[config.mk]
export PLATFORM = sky130hd
export DESIGN_NAME = axis_tally_monitor
export DESIGN_NICKNAME = d
export VERILOG_FILES = /design/src/rtl/tally_pkg.sv /design/src/rtl/tally_popcount.sv /design/src/rtl/tally_counters.sv /design/src/rtl/tally_report.sv /design/src/rtl/axis_tally_monitor.sv
export SDC_FILE = /design/constraint.sdc
export NUM_CORES = 1
export LEC_CHECK = 0
export ABC_CLOCK_PERIOD_IN_PS = 5600
export BUFFER_PORTS_ARGS = -buffer_cell sky130_fd_sc_hd__buf_2
export CAP_MARGIN = 20
export CORE_ASPECT_RATIO = 0.9
export CORE_MARGIN = 3
export CORE_UTILIZATION = 55
export CTS_BUF_LIST = sky130_fd_sc_hd__clkbuf_4 sky130_fd_sc_hd__clkbuf_8
export CTS_CLUSTER_SIZE = 40
export DETAILED_ROUTE_END_ITERATION = 10
export PLACE_DENSITY = 0.84
export SLEW_MARGIN = 20
export SYNTH_ARGS = -nofsm -noshare
export SYNTH_HDL_FRONTEND = slang
export SYNTH_SLANG_ARGS = --single-unit
export TNS_END_PERCENT = 30
[constraint.sdc]
create_clock -name clk -period 5.6 [get_ports clk]
set_clock_uncertainty 0.05 [all_clocks]
set_input_delay 1.4 -clock clk [delete_from_list [all_inputs] [get_ports clk]]
set_output_delay 1.4 -clock clk [all_outputs]
set_load 0.1 [all_outputs]
[src/rtl/tally_pkg.sv]
package tally_pkg;

    localparam int unsigned BYTE_W = 8;

    typedef enum logic [0:0] {
        RPT_IDLE = 1'b0,
        RPT_SEND = 1'b1
    } rpt_state_e;

endpackage

[src/rtl/tally_popcount.sv]
module tally_popcount #(
    parameter int unsigned KEEP_W = 8,
    parameter int unsigned OUT_W  = 4
) (
    input  logic [KEEP_W-1:0] keep,
    output logic [OUT_W-1:0]  count
);

    // Running prefix sums: part[i] holds the ones among keep[i-1:0].
    logic [OUT_W-1:0] part [KEEP_W+1];

    assign part[0] = '0;

    for (genvar g = 0; g < KEEP_W; g++) begin : g_lane
        assign part[g+1] = part[g] + OUT_W'(keep[g]);
    end

    assign count = part[KEEP_W];

endmodule

[src/rtl/tally_counters.sv]
module tally_counters #(
    parameter int unsigned CNT_W = 32,
    parameter int unsigned POP_W = 4
) (
    input  logic             clk,
    input  logic             rst,
    input  logic             beat_fire,
    input  logic             beat_last,
    input  logic [POP_W-1:0] beat_bytes,
    input  logic             clear,
    output logic [CNT_W-1:0] byte_cnt,
    output logic [CNT_W-1:0] frame_cnt
);

    typedef struct packed {
        logic [CNT_W-1:0] bytes;
        logic [CNT_W-1:0] frames;
    } cnt_s;

    cnt_s cnt_d, cnt_q;

    always_comb begin
        cnt_d = cnt_q;

        // A clear restarts the window.
        // The beat of the clearing cycle is then added into the fresh window.
        if (clear) begin
            cnt_d.bytes  = '0;
            cnt_d.frames = '0;
        end

        if (beat_fire) begin
            cnt_d.bytes = cnt_d.bytes + CNT_W'(beat_bytes);
            if (beat_last) begin
                cnt_d.frames = cnt_d.frames + CNT_W'(1);
            end
        end
    end

    always_ff @(posedge clk) begin
        if (rst) begin
            cnt_q <= '{bytes: '0, frames: '0};
        end else begin
            cnt_q <= cnt_d;
        end
    end

    assign byte_cnt  = cnt_q.bytes;
    assign frame_cnt = cnt_q.frames;

endmodule

[src/rtl/tally_report.sv]
module tally_report
    import tally_pkg::*;
#(
    parameter int unsigned TAG_W = 16,
    parameter int unsigned CNT_W = 32
) (
    input  logic              clk,
    input  logic              rst,
    input  logic              start,
    input  logic [TAG_W-1:0]  tag,
    input  logic [CNT_W-1:0]  byte_snap,
    input  logic [CNT_W-1:0]  frame_snap,
    input  logic              tready,
    output logic [BYTE_W-1:0] tdata,
    output logic              tvalid,
    output logic              tlast,
    output logic              busy
);

    localparam int unsigned TOTAL_W  = TAG_W + 2 * CNT_W;
    localparam int unsigned NBYTES   = TOTAL_W / BYTE_W;
    localparam int unsigned IDX_W    = $clog2(NBYTES + 1);
    localparam int unsigned LAST_IDX = NBYTES - 1;

    typedef struct packed {
        rpt_state_e         st;
        logic [TOTAL_W-1:0] sh;
        logic [IDX_W-1:0]   idx;
    } rpt_s;

    rpt_s rpt_d, rpt_q;
    logic at_end;

    assign at_end = (rpt_q.idx == IDX_W'(LAST_IDX));

    always_comb begin
        rpt_d = rpt_q;
        unique case (rpt_q.st)
            RPT_IDLE: begin
                if (start) begin
                    rpt_d.st  = RPT_SEND;
                    rpt_d.sh  = {tag, byte_snap, frame_snap};
                    rpt_d.idx = '0;
                end
            end
            RPT_SEND: begin
                if (tready) begin
                    if (at_end) begin
                        rpt_d.st  = RPT_IDLE;
                        rpt_d.sh  = '0;
                        rpt_d.idx = '0;
                    end else begin
                        rpt_d.sh  = rpt_q.sh << BYTE_W;
                        rpt_d.idx = rpt_q.idx + IDX_W'(1);
                    end
                end
            end
            default: rpt_d = rpt_q;
        endcase
    end

    always_ff @(posedge clk) begin
        if (rst) begin
            rpt_q <= '{st: RPT_IDLE, sh: '0, idx: '0};
        end else begin
            rpt_q <= rpt_d;
        end
    end

    assign tvalid = (rpt_q.st == RPT_SEND);
    assign tdata  = rpt_q.sh[TOTAL_W-1 -: BYTE_W];
    assign tlast  = tvalid && at_end;
    assign busy   = tvalid;

endmodule

[src/rtl/axis_tally_monitor.sv]
module axis_tally_monitor
    import tally_pkg::*;
#(
    parameter int unsigned KEEP_W = 8,
    parameter int unsigned TAG_W  = 16,
    parameter int unsigned CNT_W  = 32
) (
    input  logic              clk,
    input  logic              rst,
    input  logic [KEEP_W-1:0] mon_tkeep,
    input  logic              mon_tvalid,
    input  logic              mon_tready,
    input  logic              mon_tlast,
    input  logic              trig,
    input  logic [TAG_W-1:0]  trig_tag,
    output logic [BYTE_W-1:0] rpt_tdata,
    output logic              rpt_tvalid,
    input  logic              rpt_tready,
    output logic              rpt_tlast
);

    localparam int unsigned POP_W = $clog2(KEEP_W + 1);

    logic             beat_fire;
    logic [POP_W-1:0] beat_bytes;
    logic             rpt_busy;
    logic             take;
    logic [CNT_W-1:0] byte_cnt;
    logic [CNT_W-1:0] frame_cnt;

    assign beat_fire = mon_tvalid && mon_tready;
    assign take      = trig && !rpt_busy;

    tally_popcount #(
        .KEEP_W (KEEP_W),
        .OUT_W  (POP_W)
    ) u_pop (
        .keep  (mon_tkeep),
        .count (beat_bytes)
    );

    tally_counters #(
        .CNT_W (CNT_W),
        .POP_W (POP_W)
    ) u_cnt (
        .clk        (clk),
        .rst        (rst),
        .beat_fire  (beat_fire),
        .beat_last  (mon_tlast),
        .beat_bytes (beat_bytes),
        .clear      (take),
        .byte_cnt   (byte_cnt),
        .frame_cnt  (frame_cnt)
    );

    tally_report #(
        .TAG_W (TAG_W),
        .CNT_W (CNT_W)
    ) u_rpt (
        .clk        (clk),
        .rst        (rst),
        .start      (take),
        .tag        (trig_tag),
        .byte_snap  (byte_cnt),
        .frame_snap (frame_cnt),
        .tready     (rpt_tready),
        .tdata      (rpt_tdata),
        .tvalid     (rpt_tvalid),
        .tlast      (rpt_tlast),
        .busy       (rpt_busy)
    );

endmodule

=== After elaboration in Yosys (flattened, before gate mapping) ===
Index checks and enable logic that the tools add are counted.
W data, S select, Z words.

* Register bits after elaboration: 149
* Input bits: 31
* Output and inout bits: 10
* Word-level logic and storage cells: 32

* $add $sub $neg: 10
* Equal/unequal tests: 3
* Mux-type cells: 8
* Bitwise gates (word level): 1
* Reduce and logical (&&, ||, !) cells: 5

{| class="wikitable"
|+ Operators by type and width
! kind !! count
|-
| $mux W85 || 2
|-
| $pmux W85 S2 || 1
|-
| $mux W64 || 2
|-
| $mux W84 || 1
|-
| $add A32 B1 Y32 const B || 1
|-
| $add A32 B4 Y32 || 1
|-
| $mux W32 || 1
|-
| $add A4 B1 Y4 || 6
|-
| $add A4 B1 Y4 const B || 1
|-
| $eq A4 B4 Y1 const B || 1
|-
| $ne A2 B2 Y1 const B || 2
|-
| $logic_and A1 B1 Y1 || 3
|-
| $add A1 B1 Y2 || 1
|-
| $reduce_and A2 Y1 || 1
|-
| $logic_not A1 Y1 || 1
|-
| $mux W1 || 1
|-
| $not A1 Y1 || 1
|}

=== Logic depth before layout (Yosys ltp) ===
Gate-level depths: netlist (run 1).

* Word-level depth: 9
* Depth in mapped cells: 14
* Gate-level depth less buffers: 13

=== Modules after synthesis ===
A second synthesis (run 1) with hierarchy kept.

* Cell total of the unflattened synthesis: 730
* Area, all modules: 6846.6 um^2

{| class="wikitable"
|+ Modules (own cells, without submodules)
! module !! instances !! cells an instance !! area an instance (um^2)
|-
| tally_report || 1 || 321 || 3440.8
|-
| tally_counters || 1 || 383 || 3195.6
|-
| tally_popcount || 1 || 24 || 190.2
|-
| axis_tally_monitor || 1 || 2 || 20.0
|}

=== Worst setup path after synthesis (run 1) ===
Ideal clock, no wire load.

* Path type: input to register
* From: input mon_tkeep[2]
* To: register u_cnt.cnt_q, in the netlist u_cnt.byte_cnt[22]
* Arrival time: 5.015 ns
* Data required time: 5.491 ns
* Slack: 0.476 ns
* Stages: 13
* Buffers on the path: 0
* Cells stage by stage: inv_1 -> fa_1 -> fa_1 -> fa_1 -> inv_1 -> fa_1 -> inv_1 -> fa_1 -> nand2b_1 -> a21oi_1 -> nand3_1 -> or4_1 -> nand2_1

* Cells in the longest elaborated chain, start to end: 8

{| class="wikitable"
|+ RTL lines
! what !! RTL line !! source
|-
| start: declaration || axis_tally_monitor.sv:10 || <nowiki>input logic [KEEP_W-1:0] mon_tkeep,</nowiki>
|-
| $add A4 B1 Y4 (6 in series) || tally_popcount.sv:15 || <nowiki>assign part[g+1] = part[g] + OUT_W'(keep[g]);</nowiki>
|-
| $add A32 B4 Y32 || tally_counters.sv:33 || <nowiki>cnt_d.bytes = cnt_d.bytes + CNT_W'(beat_bytes);</nowiki>
|-
| $mux W64 || tally_counters.sv:32 || <nowiki>if (beat_fire) begin</nowiki>
|-
| end signal: assignment || tally_counters.sv:42 || <nowiki>cnt_q <= '{bytes: '0, frames: '0};</nowiki>
|-
| end signal: assignment || tally_counters.sv:44 || <nowiki>cnt_q <= cnt_d;</nowiki>
|-
| end: declaration || tally_counters.sv:20 || <nowiki>cnt_s cnt_d, cnt_q;</nowiki>
|}

Every way passes these cells.
A chain may end at the register's enable or synchronous reset.

=== Final worst setup path (run 1) ===
Ends and elaborated chain as after synthesis.

==> results.txt, run 1 <==
initial core utilization -> 57.1%
Comb pwr share -> 9.6%
Top Ports -> 41
Max Used Layer -> met4
largest net degree at the start of global routing -> 96
area delta synth->final -> 10.7%
setup_tns -> 0 ps
most common cell after layout, fill and taps aside -> dfxtp_1
TritonCTS buffer count -> 17
met2 WL post-DR -> 7.86 mm
synth top area cells -> dfxtp_1, a222oi_1, nor2_1, nand2_1, clkbuf_1
unrepaired setup endpoints after global routing -> no
WL final -> 16.6 mm
n_diodes -> 0
fin nets -> 801
Max Slew Vio Count -> 0
Die Height -> 110 um
Seq pwr share -> 47.4%
port bufs -> 40
leakage power -> 2.69 nW
Syn Std Cell Area -> 6630 sq um
Post-Place Worst Slack -> 298 ps
first-pass GRT wire length -> 27.3 mm
syn_nets -> 797
Clock Tree Buf Depth -> 2
Worst R2R Start -> u_rpt.busy$_SDFF_PP0_
CTS root buffer -> clkbuf_8
Clock power frac -> 43.0%
wire per inst -> 17.9 um
H-tree levels -> 4
Clock Latency Late Sink -> 460 ps
post-layout min period -> 4870 ps
startpoint class of the critical path -> input port
Seq/Total Area, Yosys -> 45.0%
Setup crit end kind -> flip-flop
via count -> 5,995
slew margin rel. -> 35.2%
EDFF count, synth -> 0
switching pwr -> 589 uW
instance count of the mapped netlist -> 751
Arr. time, crit path -> 5220 ps
Worst Hold Depth -> 2
DRT antenna net count -> 0
GRT Overall Usage -> 25.2%
vias in the first global route -> 5,715
Core Box Area -> 11,600 sq um
Primary FF master, synth -> dfxtp_1
failing checks -> DRC
Tcrit/Tclk final -> 87.0%
DRT iter0 DRCs -> 1,070
final number of hold-violating endpoints -> 0
gpl congestion -> 0.909
Worst-path clk slew -> 90 ps
setup slack after layout -> 727 ps
syn_area_per_cell -> 8.83 sq um
Crit. Startpoint -> mon_tkeep[2]
metal1 wirelength -> 6.95 mm
status -> finished with violations
Pint -> 1.69 mW
buffer count from post-CTS setup fixing -> 0
P per Cell Area -> 310 nW/um^2
CTS tree -> yes
die width -> 122 um
top-area cell type share of the netlist area -> 45.0%
gr ovfl total -> 0
DRT Pass-1 Iters -> 11
Worst-Margin Slew -> 964 ps
Max Freq -> 205 MHz
hold_buf cts -> 0
CP Max Fanout -> 6
Post-DP HPWL -> 10.7 mm
Vias/cell -> 6.49
critical path class -> in2reg
Post-synth ARST share -> 0%
Synth area leader -> dfxtp_1
clock sinks -> 149
cts repair resizes -> 0
DRC violations left -> 3
Core Rows -> 37
antenna violations before repair -> 0
Sw Share -> 25.9%
synth warn -> 0
Synth cell types -> 55
Max Cap Viol -> 0
Synth Register Bits -> 149
Final setup viols -> 0
layout cell share with drive strength beyond 1 -> 12.8%
Peak VDD IR -> 0.151 mV
Hold Path Class -> reg2reg
Hold Crit Start -> u_rpt.rpt_q[3]$_SDFFE_PP0P_
die area -> 13,400 sq um
met3 wire len -> 1.46 mm
required time of the critical path -> 5940 ps
reg2reg path depth -> 10
commonest cells after routing, fill and taps aside -> dfxtp_1, nor2_1, a222oi_1
layout make-up:
type	instances	area, sq um
fill	928	4280
multi-input combinational	518	3330
sequential	149	2980
timing repair buffer	50	290
clock buffer	19	255
clock inverter	13	219
tap	156	195
inverter	19	71.3
worst max-delay path, cell delays in order:
cell and delay, ps:
buf_2 70, inv_1 50, fa_1 500, fa_1 540
fa_1 160, inv_1 60, fa_1 510, inv_1 80
fa_1 460, nand2b_1 160, a21oi_1 330, nand3_1 270
or4_1 540, nand2_1 80
registers in the layout, indices dropped and copies added, names as in the netlist:
name             count
u_cnt.frame_cnt     32
u_cnt.byte_cnt      32
u_rpt.tdata          8
u_rpt.rpt_q         76
u_rpt.busy           1
worst paths after layout:
check / slack, ps / end
worst min-delay path: 430 / u_rpt.rpt_q[3]$_SDFFE_PP0P_
worst max register to register: 2110 / u_cnt.byte_cnt[22]$_SDFF_PP0_
worst max-delay path: 730 / u_cnt.byte_cnt[22]$_SDFF_PP0_
worst min register to register: 430 / u_rpt.rpt_q[3]$_SDFFE_PP0P_
metal layers:
metal / GRT usage, % / vias up
met5: 0 / -
met4: 8.80 / 0
met3: 5.20 / 27
met2: 41.9 / 312
met1: 32.8 / 2885
li1: - / 2771
power by group through the flow:
stage / sequential (mW) / clock (mW) / combinational [mW]
floorplan: 1.10 / 0 / 0.158
global placement: 1.10 / 0 / 0.201
detailed placement: 1.10 / 0 / 0.212
CTS: 1.08 / 0.984 / 0.213
global route: 1.08 / 1.03 / 0.237
finish: 1.08 / 0.978 / 0.217
cells by family after synthesis:
kind of cell | Yosys count | share of synthesized area (%)
multiplexers | 5 | 0.755
adder cells (fa/ha/maj) | 15 | 3.40
AND/OR/NAND/NOR | 321 | 23.2
XOR/XNOR | 37 | 4.89
flip-flops | 149 | 45.0
buffers and inverters | 84 | 5.28
AO/OA/AOI/OAI | 140 | 17.5
through the flow:
| stage | area (sq um) | utilization [%] | instances | hold slack (ps) | power (mW) |
|---|---|---|---|---|---|
| global route | 7340 | 63.2 | 924 | 454 | 2.35 |
| finish | 7340 | 63.2 | 924 | 429 | 2.27 |
| floorplan | 6630 | - | 751 | 391 | 1.26 |
| detailed placement | 6870 | 59.1 | 892 | 415 | 1.32 |
| CTS | 7340 | 63.2 | 924 | 428 | 2.28 |
| global placement | 6870 | 59.1 | 892 | 402 | 1.30 |
Yosys cell counts, drive strengths merged (2+ instances only):
master,n
fa,5
and4,4
or4,6
buf,15
a222oi,72
nor3,6
nor2,138
a21o,2
a2111o,2
a211o,2
a22oi,8
ha,10
and3,8
xnor2,16
o21bai,2
mux2i,5
o211ai,4
or3,9
nor4b,3
o21ai,7
nand2,67
xor2,21
o31ai,2
nor2b,3
inv,18
dfxtp,149
nor4,9
nand3,28
nand3b,3
nand2b,2
and2,8
a21oi,28
a31o,3
a211oi,2
nand4,26
clkbuf,50
Note: power is estimated with default switching activity, not from simulation.
==> run 2: changes to the inputs <==
--- a/config.mk
+++ b/config.mk
@@ -15,6 +15,7 @@
 export CTS_CLUSTER_SIZE = 40
 export DETAILED_ROUTE_END_ITERATION = 10
 export PLACE_DENSITY = 0.84
+export REMOVE_ABC_BUFFERS = 1
 export SLEW_MARGIN = 20
 export SYNTH_ARGS = -nofsm -noshare
 export SYNTH_HDL_FRONTEND = slang
==> run 2 against run 1 <==
  * The run still ends with DRC left
  * Hold slack better by 1.2 ps
  * Global-route usage down 0.80 points
  * Combinational power down 3%
  * Register-to-register slack worse by 40 ps
  * Maximum frequency down 0.10%
  * Die area unchanged
  * Worst setup slack worse by 4.9 ps
  * Power down 3.0%
  * Critical endpoint unchanged
  * Largest cell class unchanged
==> results.txt, run 2 (synthesis results as in run 1) <==
Hold Path Class -> reg2reg
DRC violations left -> 6
final number of hold-violating endpoints -> 0
Worst-path clk slew -> 80 ps
TritonCTS buffer count -> 17
Vias/cell -> 6.46
vias in the first global route -> 5,709
die area -> 13,400 sq um
cts repair resizes -> 0
Tcrit/Tclk final -> 87.1%
status -> finished with violations
Pint -> 1.64 mW
Top Ports -> 41
Sw Share -> 25.8%
Top reg by flops -> u_rpt.rpt_q
Setup crit end kind -> flip-flop
DRT antenna net count -> 0
antenna violations before repair -> 0
post-layout min period -> 4880 ps
die width -> 122 um
CTS root buffer -> clkbuf_8
placed cell count -> 892
DRT Pass-1 Iters -> 11
Clock Latency Late Sink -> 450 ps
met2 WL post-DR -> 7.88 mm
Comb pwr share -> 9.6%
clock sinks -> 149
n_diodes -> 0
Clock Tree Buf Depth -> 2
met3 wire len -> 1.27 mm
GRT Overall Usage -> 24.4%
Hold Crit Start -> u_rpt.rpt_q[3]$_SDFFE_PP0P_
slew margin rel. -> 28.9%
max reg flops -> 76
Critical Path Slowest Stage Cell -> or4_1
Core Rows -> 37
worst stage delay on the critical path -> 540 ps
Seq pwr share -> 48.9%
CP Max Fanout -> 6
H-tree levels -> 4
port bufs -> 40
WL final -> 16.0 mm
hold_buf cts -> 0
initial core utilization -> 57.1%
Max Used Layer -> met4
failing checks -> DRC
most used cell, CP -> fa_1
Post-DP HPWL -> 10.4 mm
P per Cell Area -> 303 nW/um^2
Post-DP Area -> 6850 sq um
fill count -> 943
Worst R2R Start -> u_rpt.busy$_SDFF_PP0_
Clock power frac -> 41.6%
leakage power -> 2.67 nW
reg2reg path depth -> 10
Max Cap Viol -> 0
metal1 wirelength -> 6.52 mm
Max Slew Vio Count -> 0
Non-Filler Cell Area, Final -> 7290 sq um
Final Non-Filler Cells -> 923
DRT iter0 DRCs -> 947
switching pwr -> 570 uW
gr ovfl total -> 0
Worst-Margin Slew -> 1060 ps
Overall Power -> 2.21 mW
critical path class -> in2reg
commonest cells after routing, fill and taps aside -> dfxtp_1, nor2_1, a222oi_1
CTS tree -> yes
via count -> 5,958
required time of the critical path -> 5940 ps
gpl congestion -> 0.857
buffer count from post-CTS setup fixing -> 0
layout cell share with drive strength beyond 1 -> 12.6%
wire per inst -> 17.3 um
first-pass GRT wire length -> 26.6 mm
fin nets -> 801
largest net degree at the start of global routing -> 79
Arr. time, crit path -> 5220 ps
Peak VDD IR -> 0.269 mV
Final setup viols -> 0
most common cell after layout, fill and taps aside -> dfxtp_1
Core Box Area -> 11,600 sq um
Die Height -> 110 um
Crit. Startpoint -> mon_tkeep[2]
crit-path cells -> buf_2 > inv_1 > fa_1 > fa_1 > fa_1 > inv_1 > fa_1 > inv_1 > fa_1 > nand2b_1 > a21oi_1 > nand3_1 > or4_1 > nand2_1
startpoint class of the critical path -> input port
unrepaired setup endpoints after global routing -> no
area delta synth->final -> 9.96%
final core utilization -> 62.8%
Max Freq -> 205 MHz
Worst Hold Depth -> 2
-- run 2: layout make-up --
type / instances / area, sq um / share of cell area (%)
tap: 156 / 195 / 2.68
clock inverter: 12 / 176 / 2.42
timing repair buffer: 50 / 278 / 3.81
clock buffer: 19 / 262 / 3.59
sequential: 149 / 2980 / 40.9
multi-input combinational: 518 / 3330 / 45.6
inverter: 19 / 71.3 / 0.978
-- run 2: path summary, 6_finish.rpt --
check	to	slack [ps]
min reg2reg	u_rpt.rpt_q[3]$_SDFFE_PP0P_	430
max	u_cnt.byte_cnt[22]$_SDFF_PP0_	720
min	u_rpt.rpt_q[3]$_SDFFE_PP0P_	430
max reg2reg	u_cnt.byte_cnt[22]$_SDFF_PP0_	2070
-- run 2: power groups by stage --
stage | clock network, mW | logic, mW | registers, mW
floorplan | 0 | 0.106 | 1.13
global placement | 0 | 0.198 | 1.10
detailed placement | 0 | 0.209 | 1.10
CTS | 0.916 | 0.210 | 1.08
global route | 0.964 | 0.233 | 1.08
finish | 0.917 | 0.211 | 1.08
-- run 2: metrics by stage --
step	hold WS [ps]	TNS, ps	worst slack, ps
4_1_cts	430	0	722
3_5_place_dp	419	0	263
3_3_place_gp	400	0	403
5_1_grt	458	0	532
6_report	431	0	722
2_1_floorplan	384	-223480	-2630
-- run 2: critical path: cells and delay by family --
| family | cells | cell delay (ps) |
|---|---|---|
| buf+inv | 4 | 250 |
| simple gates | 4 | 1050 |
| fa+ha+maj | 5 | 2150 |
| compound gates | 1 | 350 |
-- run 2: layer usage --
layer | GRT usage (%) | vias to the layer above
met2 | 42.1 | 299
met4 | 11.0 | 0
li1 | - | 2770
met3 | 4.95 | 46
met1 | 29.5 | 2843
met5 | 0 | -
==> run 3: changes to the inputs <==
--- a/config.mk
+++ b/config.mk
@@ -16,8 +16,9 @@
 export DETAILED_ROUTE_END_ITERATION = 10
 export PLACE_DENSITY = 0.84
 export REMOVE_ABC_BUFFERS = 1
-export SLEW_MARGIN = 20
+export SLEW_MARGIN = 10
 export SYNTH_ARGS = -nofsm -noshare
 export SYNTH_HDL_FRONTEND = slang
+export SYNTH_HIERARCHICAL = 1
 export SYNTH_SLANG_ARGS = --single-unit
 export TNS_END_PERCENT = 30
==> run 3 against run 2 <==
  * Maximum frequency down 3.7%
  * Non-clock buffer count down 2
  * Largest power group unchanged
  * Sequential share of layout area down 1.0 points
  * Hold slack worse by 11 ps
  * The run now ends clean
  * Sequential cell count unchanged
  * Clock power down 2%
==> results.txt, run 3 <==
area delta synth->final -> 9.25%
hold_buf cts -> 0
die width -> 124 um
P per Cell Area -> 293 nW/um^2
post-layout min period -> 5060 ps
Clock Latency Late Sink -> 450 ps
Top reg by flops -> u_rpt/rpt_q
required time of the critical path -> 5920 ps
fill count -> 1,005
syn_area_per_cell -> 9.38 sq um
worst stage delay on the critical path -> 550 ps
Clock Tree Buf Depth -> 2
area of the multi-input gates -> 3520 sq um
synth top area cells -> dfxtp_1, a221o_1, and2_1, nor2_1, xnor2_1
FF+latch area -> 2980 sq um
Critical Path Slowest Stage Cell -> fa_1
Hold Path Class -> reg2reg
max reg flops -> 76
Final setup viols -> 0
H-tree levels -> 4
Worst R2R Start -> u_rpt/busy$_SDFF_PP0_
final number of hold-violating endpoints -> 0
setup_tns -> 0 ps
first-pass GRT wire length -> 26.5 mm
Synth Register Bits -> 149
clock sinks -> 149
TritonCTS buffer count -> 17
Syn Std Cell Area -> 6850 sq um
instance count of the mapped netlist -> 730
Post-synth ARST share -> 0%
buffer count from post-CTS setup fixing -> 0
CTS root buffer -> clkbuf_8
DRT Pass-1 Iters -> 7
flop2flop setup slack -> 2450 ps
Core Box Area -> 12,100 sq um
DRT antenna net count -> 0
Post-synth top cells -> dfxtp_1, nor2_1, a221o_1
top-count cell post-synth -> dfxtp_1
Non-Filler Cell Area, Final -> 7480 sq um
Core Rows -> 38
n_diodes -> 0
Die Height -> 112 um
CP Max Fanout -> 8
layout cell share with drive strength beyond 1 -> 12.1%
Top Ports -> 41
Post-DP HPWL -> 10.8 mm
largest net degree at the start of global routing -> 63
met1 Use GR -> 30.5%
antenna violations before repair -> 0
Arr. time, crit path -> 5380 ps
Max Slew Vio Count -> 0
GR Util met3 -> 6.15%
Max Freq -> 197 MHz
fin nets -> 793
Worst-path clk slew -> 90 ps
wire per inst -> 17.3 um
Tcrit/Tclk final -> 90.4%
slew margin rel. -> 32.8%
critical path class -> in2reg
CTS tree -> yes
grt met2 use -> 38.6%
GRT Overall Usage -> 23.8%
Worst-Margin Slew -> 1010 ps
commonest cells after routing, fill and taps aside -> dfxtp_1, nor2_1, a221o_1
DRT iter0 DRCs -> 542
most common cell after layout, fill and taps aside -> dfxtp_1
cts repair resizes -> 0
port bufs -> 40
unrepaired setup endpoints after global routing -> no
die area -> 13,800 sq um
Synth cell types -> 53
status -> completed
reg2reg path depth -> 9
Peak VDD IR -> 0.172 mV
Crit. Startpoint -> mon_tkeep[0]
top-area cell type share of the netlist area -> 43.6%
most used cell, CP -> fa_1
Overall Power -> 2.19 mW
DRC violations left -> 0
gr ovfl total -> 0
gpl congestion -> 0.837
leakage power -> 2.84 nW
Max Cap Viol -> 0
via count -> 5,563
R2R Path End -> u_cnt/frame_cnt[28]$_SDFF_PP0_
Primary FF master, synth -> dfxtp_1
Synth area leader -> dfxtp_1
Vias/cell -> 6.05
crit-path cells -> buf_2 > inv_1 > fa_1 > fa_1 > fa_1 > inv_1 > ha_1 > inv_1 > fa_1 > xnor2_1 > ha_1 > nand3_1 > o22ai_1 > nand4_1 > or3_1 > a21oi_1
Post-DP Area -> 7050 sq um
EDFF count, synth -> 0
Seq/Total Area, Yosys -> 43.6%
synth warn -> 6
startpoint class of the critical path -> input port
WL final -> 15.9 mm
Setup crit end kind -> flip-flop
crit path to -> u_cnt/byte_cnt[25]$_SDFF_PP0_
vias in the first global route -> 5,545
GRT Max-Usage Layer -> met2
initial core utilization -> 56.5%
[run 3: cell types whose count changed in the layout (fill, tap and decap cells not counted), sizes merged, moves of 12 or more]
cell,previous run,this run
a222oi,72,0
a221o,0,70
nor2,138,74
and2,8,64
nand2,67,22
nor2b,3,24
nand2b,2,18
nor3,6,18
[run 3: final cells by class]
type | count | area share (%)
inverter | 24 | 1.20
multi-input combinational | 507 | 47.0
timing repair buffer | 48 | 3.48
tap | 160 | 2.68
sequential | 149 | 39.9
clock inverter | 12 | 2.41
clock buffer | 19 | 3.33
[run 3: kinds of logic (layout without fill, tap and decap cells)]
| family | Yosys count | after routing | synth area share, % |
|---|---|---|---|
| simple gates | 312 | 312 | 25.8 |
| buf+inv | 74 | 103 | 5.15 |
| xor+xnor | 46 | 46 | 5.88 |
| mux | 6 | 6 | 0.969 |
| fa+ha+maj | 15 | 15 | 3.29 |
| compound gates | 128 | 128 | 15.4 |
| flops | 149 | 149 | 43.6 |
[run 3: layer usage]
metal / routed length, um / vias to the layer above
li1: - / 2650
met1: 6870 / 2696
met2: 7720 / 183
met3: 920 / 34
met4: 366 / 0
met5: 0 / -
[run 3: worst min path at each step]
stage / from / endpoint / slack (ps) / cells past startpoint
CTS: u_rpt/rpt_q[67]$_SDFFE_PP0P_ / u_rpt/rpt_q[75]$_SDFFE_PP0P_ / 420 / 1
finish: u_rpt/rpt_q[67]$_SDFFE_PP0P_ / u_rpt/rpt_q[75]$_SDFFE_PP0P_ / 420 / 1
detailed placement: u_rpt/rpt_q[67]$_SDFFE_PP0P_ / u_rpt/rpt_q[75]$_SDFFE_PP0P_ / 410 / 1
floorplan: u_rpt/rpt_q[59]$_SDFFE_PP0P_ / u_rpt/rpt_q[67]$_SDFFE_PP0P_ / 380 / 1
global route: u_rpt/rpt_q[67]$_SDFFE_PP0P_ / u_rpt/rpt_q[75]$_SDFFE_PP0P_ / 430 / 1
global placement: u_rpt/rpt_q[59]$_SDFFE_PP0P_ / u_rpt/rpt_q[67]$_SDFFE_PP0P_ / 400 / 1
[run 3: power by group]
part / internal (mW) / leakage (nW) / switching (mW) / total, mW
registers: 1.07 / 1.20 / 0.00969 / 1.08
logic: 0.0653 / 1.43 / 0.143 / 0.208
clock network: 0.494 / 0.213 / 0.409 / 0.903
total: 1.63 / 2.84 / 0.562 / 2.19
[run 3: critical path: cells and delay by family]
kind	cells	cell delay [ps]
compound gates	2	450
buf+inv	4	230
fa+ha+maj	6	2310
simple gates	3	850
xor+xnor	1	140
[run 3: per-stage QoR]
stage | setup WS (ps) | hold WS, ps | utilization, % | std cells
final | 535 | 420 | 61.7 | 919
after global routing | 345 | 428 | 61.7 | 919
after CTS | 573 | 420 | 61.7 | 919
after detailed placement | 140 | 405 | 58.2 | 888
after global placement | 295 | 396 | 58.2 | 888
after floorplan | 209 | 383 | - | 680
